--- src/rtl/vit3_pkg.sv ---
package vit3_pkg;

  localparam int unsigned DEPTH_MAX = 32;
  localparam int unsigned SURV_W    = DEPTH_MAX + 1;
  localparam int unsigned TAP_W     = $clog2(SURV_W);

  typedef struct packed {
    logic flush;
    logic updEven;
    logic updOdd;
    logic phase;
    logic valid;
  } vit3_ctrl_t;

  function automatic logic [TAP_W-1:0] depthOf(input logic [1:0] code);
    case (code)
      2'd0:    depthOf = TAP_W'(4);
      2'd1:    depthOf = TAP_W'(6);
      2'd2:    depthOf = TAP_W'(8);
      default: depthOf = TAP_W'(DEPTH_MAX);
    endcase
  endfunction

endpackage

--- src/rtl/vit3_ctrl.sv ---
module vit3_ctrl
  import vit3_pkg::*;
(
  input  logic       clk,
  input  logic       rst_n,
  input  logic       inValid,
  input  logic [1:0] pathCode,
  output vit3_ctrl_t ctrl
);

  logic [1:0] lastCode;
  logic       phase;
  logic       validD;
  logic       phaseD;
  logic       codeChg;

  assign codeChg = (pathCode != lastCode);

  always_ff @(posedge clk or negedge rst_n) begin
    if (!rst_n) begin
      lastCode <= 2'd0;
      phase    <= 1'b0;
      validD   <= 1'b0;
      phaseD   <= 1'b0;
    end else begin
      lastCode <= pathCode;
      validD   <= inValid;
      phaseD   <= phase;
      if (codeChg)      phase <= 1'b0;
      else if (inValid) phase <= ~phase;
    end
  end

  always_comb begin
    ctrl.flush   = codeChg;
    ctrl.updEven = inValid & ~phase & ~codeChg;
    ctrl.updOdd  = inValid &  phase & ~codeChg;
    ctrl.phase   = phaseD;
    ctrl.valid   = validD;
  end

endmodule

--- src/rtl/vit3_trellis.sv ---
module vit3_trellis
  import vit3_pkg::*;
#(
  parameter int W     = 8,
  parameter int LEVEL = 64,
  parameter int PM_W  = W + 3
) (
  input  logic                clk,
  input  logic                rst_n,
  input  logic                flush,
  input  logic                upd,
  input  logic signed [W-1:0] sample,
  input  logic [1:0]          pathCode,
  output logic                bestBit
);

  localparam int BM_W = W + 1;
  localparam logic signed [W+1:0] POS = (W+2)'(LEVEL);
  localparam logic signed [W+1:0] NEG = -(W+2)'(LEVEL);

  logic [PM_W-1:0]   pm     [4];
  logic [SURV_W-1:0] surv   [4];
  logic [PM_W-1:0]   cand   [4];
  logic [1:0]        srcSt  [4];
  logic [BM_W-1:0]   bm     [4];
  logic [PM_W-1:0]   minC;
  logic [1:0]        best;
  logic [TAP_W-1:0]  tap;
  logic signed [W+1:0] xExt;

  assign xExt = {{2{sample[W-1]}}, sample};
  assign tap  = depthOf(pathCode);

  // state {p[k-1], p[k-2]}; next state {p, p[k-1]}; expected level p - p[k-1]
  always_comb begin
    for (int n = 0; n < 4; n++) begin
      logic [1:0]          nn;
      logic [1:0]          pa;
      logic [1:0]          pb;
      logic signed [W+1:0] expV;
      logic signed [W+1:0] diff;
      nn    = 2'(n);
      pa    = {nn[0], 1'b0};
      pb    = {nn[0], 1'b1};
      expV  = (nn == 2'd2) ? POS : (nn == 2'd1) ? NEG : '0;
      diff  = xExt - expV;
      bm[n] = diff[W+1] ? BM_W'(-diff) : BM_W'(diff);
      srcSt[n] = (pm[pb] < pm[pa]) ? pb : pa;
      cand[n]  = pm[srcSt[n]] + PM_W'(bm[n]);
    end
    minC = cand[0];
    for (int n = 1; n < 4; n++)
      if (cand[n] < minC) minC = cand[n];
  end

  always_ff @(posedge clk or negedge rst_n) begin
    if (!rst_n) begin
      for (int n = 0; n < 4; n++) begin
        pm[n]   <= '0;
        surv[n] <= '0;
      end
    end else if (flush) begin
      for (int n = 0; n < 4; n++) begin
        pm[n]   <= '0;
        surv[n] <= '0;
      end
    end else if (upd) begin
      for (int n = 0; n < 4; n++) begin
        logic [1:0] nn;
        nn = 2'(n);
        pm[n]   <= cand[n] - minC;
        surv[n] <= {surv[srcSt[n]][SURV_W-2:0], nn[1] ^ nn[0]};
      end
    end
  end

  always_comb begin
    best = 2'd0;
    for (int n = 3; n >= 0; n--)
      if (pm[n] == '0) best = 2'(n);
  end

  assign bestBit = surv[best][tap];

endmodule

--- src/rtl/vit3_datapath.sv ---
module vit3_datapath
  import vit3_pkg::*;
#(
  parameter int W     = 8,
  parameter int LEVEL = 64,
  parameter int THR_W = 7
) (
  input  logic                clk,
  input  logic                rst_n,
  input  vit3_ctrl_t          ctrl,
  input  logic signed [W-1:0] inSample,
  input  logic                viterbiEn,
  input  logic [THR_W-1:0]    sliceThr,
  input  logic [1:0]          pathCode,
  output logic                outValid,
  output logic                outBit
);

  logic [1:0] bestBit;
  logic [1:0] updSel;
  logic [W:0] mag;
  logic       sliceD;

  assign updSel = {ctrl.updOdd, ctrl.updEven};

  generate
    for (genvar g = 0; g < 2; g++) begin : g_lane
      vit3_trellis #(.W(W), .LEVEL(LEVEL)) u_trellis (
        .clk      (clk),
        .rst_n    (rst_n),
        .flush    (ctrl.flush),
        .upd      (updSel[g]),
        .sample   (inSample),
        .pathCode (pathCode),
        .bestBit  (bestBit[g])
      );
    end
  endgenerate

  assign mag = inSample[W-1] ? (W+1)'(-{inSample[W-1], inSample})
                             : (W+1)'({inSample[W-1], inSample});

  always_ff @(posedge clk or negedge rst_n) begin
    if (!rst_n) begin
      sliceD   <= 1'b0;
      outValid <= 1'b0;
      outBit   <= 1'b0;
    end else begin
      sliceD   <= (mag > (W+1)'(sliceThr));
      outValid <= ctrl.valid;
      outBit   <= ctrl.valid & (viterbiEn ? bestBit[ctrl.phase] : sliceD);
    end
  end

endmodule

--- src/rtl/vit3_detector.sv ---
module vit3_detector
  import vit3_pkg::*;
#(
  parameter int W     = 8,
  parameter int LEVEL = 64
) (
  input  logic                clk,
  input  logic                rst_n,
  input  logic                inValid,
  input  logic signed [W-1:0] inSample,
  input  logic                viterbiEn,
  input  logic [6:0]          sliceThr,
  input  logic [1:0]          pathCode,
  output logic                outValid,
  output logic                outBit
);

  vit3_ctrl_t ctrl;

  vit3_ctrl u_ctrl (
    .clk      (clk),
    .rst_n    (rst_n),
    .inValid  (inValid),
    .pathCode (pathCode),
    .ctrl     (ctrl)
  );

  vit3_datapath #(.W(W), .LEVEL(LEVEL), .THR_W(7)) u_dp (
    .clk       (clk),
    .rst_n     (rst_n),
    .ctrl      (ctrl),
    .inSample  (inSample),
    .viterbiEn (viterbiEn),
    .sliceThr  (sliceThr),
    .pathCode  (pathCode),
    .outValid  (outValid),
    .outBit    (outBit)
  );

endmodule

--- config.mk ---
export PLATFORM = sky130hd
export DESIGN_NAME = vit3_detector
export DESIGN_NICKNAME = d
export VERILOG_FILES = /design/src/rtl/vit3_pkg.sv /design/src/rtl/vit3_ctrl.sv /design/src/rtl/vit3_trellis.sv /design/src/rtl/vit3_datapath.sv /design/src/rtl/vit3_detector.sv
export SDC_FILE = /design/constraint.sdc
export NUM_CORES = 1
export LEC_CHECK = 0
export ABC_AREA = 1
export BUFFER_PORTS_ARGS = -buffer_cell sky130_fd_sc_hd__buf_4
export CORE_ASPECT_RATIO = 1.25
export CORE_MARGIN = 5
export CORE_UTILIZATION = 50
export CTS_BUF_LIST = sky130_fd_sc_hd__clkbuf_2 sky130_fd_sc_hd__clkbuf_4 sky130_fd_sc_hd__clkbuf_8
export DETAILED_ROUTE_END_ITERATION = 16
export PLACE_DENSITY = 0.65
export SYNTH_ARGS = -nofsm -noshare
export SYNTH_HDL_FRONTEND = slang
export SYNTH_HIERARCHICAL = 1
export SYNTH_SLANG_ARGS = --single-unit
--- constraint.sdc ---
create_clock -name clk -period 12.4 [get_ports clk]
set_clock_uncertainty 0.2 [all_clocks]
set_input_delay 0.62 -clock clk [delete_from_list [all_inputs] [get_ports clk]]
set_output_delay 0.62 -clock clk [all_outputs]
set_load 0.005 [all_outputs]
==> flow_summary.json <==
{
  "arrival_ns": 11.51,
  "yosys-top-cells-count": "nand2_1 (1004), inv_1 (524), nor2_1 (253)",
  "synth_top_area_share": 0.242,
  "synthCells": 3510,
  "port_buffers": 22,
  "multi_input_area_um2": 14800,
  "crit_top_cell": "inv_1",
  "die_x_um": 202,
  "fillCellCount": 4546,
  "viasPerCell": 5.61,
  "clk_pin_slew_ns": 0.06,
  "rsz0062_at_grt": "false",
  "final_area_um2": 24600,
  "hp-class": "primary input to flop",
  "max_freq_ghz": 0.0887,
  "worstPathRequired_ns": 12.63,
  "worst_pin_slew_ns": 1.16,
  "ys.flop_type": "dfrtp_1",
  "syn-mean-instance-area_um2": 6.54,
  "dpl-instance-area_um2": 23500,
  "period_needed_ns": 11.28,
  "dp_hpwl_um": 57800,
  "cpPeakStageDelay_ns": 0.98,
  "slew_violations": 0,
  "post_cts_buffers": 0,
  "drt_iter0_drc": 1578,
  "grt_usage": 0.284,
  "post-synth-top-count-cell": "nand2_1",
  "vias": 23000,
  "synth_area_leader_cell": "dfrtp_1",
  "firstDrtPassIters": 6,
  "antenna_cells": 0,
  "ys_types": 58,
  "routed_wl_um": 73700,
  "setup_tns_ns": 0,
  "ys_seq_area_frac": 0.242,
  "drive_gt1_frac": 0.0818,
  "grt_pass1_wl_um": 117000,
  "cts.sinks": 222,
  "wire_per_inst_um": 17.9,
  "synth_fa_ha_area_frac": 0.133,
  "cts_root_buffer": "clkbuf_8",
  "routabilityCongestion": 0.999,
  "ctsResizeCount": 0,
  "ys_top_cells_by_area": "dfrtp_1 (24%), nand2_1 (16%), ha_1 (12%), inv_1 (8.6%), nand3_1 (4.7%)",
  "ant_nets": 0,
  "final_nets": 3756,
  "criticalPathCategory": "flop to flop",
  "grt_antenna_before_repair": 0,
  "fin_crit_sh": 0.909,
  "grt_pass1_vias": 22400,
  "floorplan.io_pins": 23,
  "yosys-mux-area-fraction": 0.00174,
  "overflow": 0,
  "crit_fanout": 45,
  "crit_path_end_kind": "flop",
  "ys_ff_latch": 222,
  "drc_errors": 0,
  "rows": 87,
  "synthSimpleGateAreaFrac": 0.323,
  "grt_max_degree": 96,
  "seqCellArea_um2": 5560,
  "clk_latency_ns": 0.56,
  "fp.coreArea_um2": 45300,
  "die_height_um": 250,
  "ys_warn_count": 6,
  "syn_nets": 3767,
  "cts.path.max_buffers": 3,
  "cts-hold-fix-buffers": 2,
  "synth-edff-count": 0,
  "hold_violations": 0,
  "htree_levels": 2,
  "slowest_stage": "o21ai_0",
  "synth_xor_area_frac": 0.0282,
  "maxSlewHeadroom": 0.216,
  "status": "completed",
  "whs_ns": 0.0907,
  "synth_top_family_by_area": "simple AND/OR/NAND/NOR gates",
  "synth_compound_area_frac": 0.160,
  "cts_tree": "built",
  "start_util": 0.507,
  "finalSetupViolCount": 0,
  "synth-async-reset-ratio": 1.00,
  "numCtsBuffers": 40,
  "syn_to_final_growth_pct": 7.01,
  "startpoint_type": "flop",
  "netlist_area_um2": 22900,
  "die_area_um2": 50300,
  "maxCapViolations": 0
}
## through the flow
step                      worst slack (ns)  std cells   util
after detailed placement              1.29       4033  0.520
after global routing                 0.295       4109  0.542
after CTS                             1.26       4109  0.542
after global placement                1.50       4033  0.520
final                                 1.12       4109  0.542
after floorplan                       3.52       3510      -
## cell families (layout without fill, tap and decap cells)
logic type	after synthesis	after routing
mux	4	4
flops	222	222
simple gates	1698	1698
buf+inv	660	681
compound gates	616	616
fa+ha+maj	236	236
xor+xnor	74	74
## state kept, by name (all words and copies together), names as in the netlist
name and cells:
u_ctrl/phaseD 1, u_ctrl/phase 1, u_dp/outValid 1, u_ctrl/lastCode 2, u_dp/g_lane.u_trellis/surv 130, u_ctrl/validD 1
u_dp/g_lane.u_trellis/pm 84, u_dp/sliceD 1, u_dp/outBit 1
## placed cells by master, fill, tap and decap left out, types with 6 or more instances in the layout
cell and n:
a21boi_1 6, a21o_1 18, a21oi_1 129, a21oi_2 6, a32o_1 31, buf_4 41
clkbuf_8 54, clkinv_1 7, clkinv_2 8, dfrtp_1 222, fa_1 12, ha_1 224
inv_1 524, inv_2 32, nand2_1 1004, nand2_2 67, nand2_4 12, nand3_1 216
nand3_2 15, nand3b_1 17, nand4_1 49, nor2_1 249, nor2_2 9, nor2_4 8
nor3_1 22, nor4_1 14, o21ai_0 212, o21ai_1 32, o21bai_1 15, o22ai_1 122
xnor2_1 22, xor2_1 52
## worst max-delay path, delay by kind of cell (launching register included)
family	cells	cell delay, ns
adder cells (fa/ha/maj)	6	2.07
buffers and inverters	9	1.30
flip-flops	1	0.40
XOR/XNOR	1	0.35
AND/OR/NAND/NOR	25	2.93
AO/OA/AOI/OAI	10	3.89
## final cells by class
cell class | count | area share
timing repair buffer | 44 | 0.0140
clock inverter | 17 | 0.00907
sequential | 222 | 0.226
inverter | 563 | 0.0861
clock buffer | 57 | 0.0312
tap | 578 | 0.0295
multi-input combinational | 2628 | 0.604
## metal layers
| metal | wire length (um) | share of wire | global-route usage |
|---|---|---|---|
| met1 | 28600 | 0.39 | 0.322 |
| met4 | 6410 | 0.087 | 0.205 |
| met3 | 3010 | 0.041 | 0.0305 |
| met2 | 35700 | 0.48 | 0.495 |
| met5 | 0 | 0 | 0 |
## worst paths after layout
| path | start | endpoint | slack, ns | cells after the start |
|---|---|---|---|---|
| max | u_dp/g_lane[0].u_trellis/pm[21] | u_dp/g_lane[0].u_trellis/pm[43] | 1.12 | 51 |
| min | pathCode[0] | u_ctrl/lastCode[0] | 0.09 | 1 |
| max reg2reg | u_dp/g_lane[0].u_trellis/pm[21] | u_dp/g_lane[0].u_trellis/pm[43] | 1.12 | 51 |
| min reg2reg | u_ctrl/validD | u_dp/outValid | 0.18 | 0 |
| max in group asynchronous | rst_n | u_dp/g_lane[0].u_trellis/pm[8] | 10.09 | 3 |
| min in group asynchronous | rst_n | u_dp/g_lane[1].u_trellis/pm[41] | 0.46 | 2 |
Power is left out: the tool's default activity adds up to more than one toggle a clock period on the data nets, which glitch-free logic cannot reach.
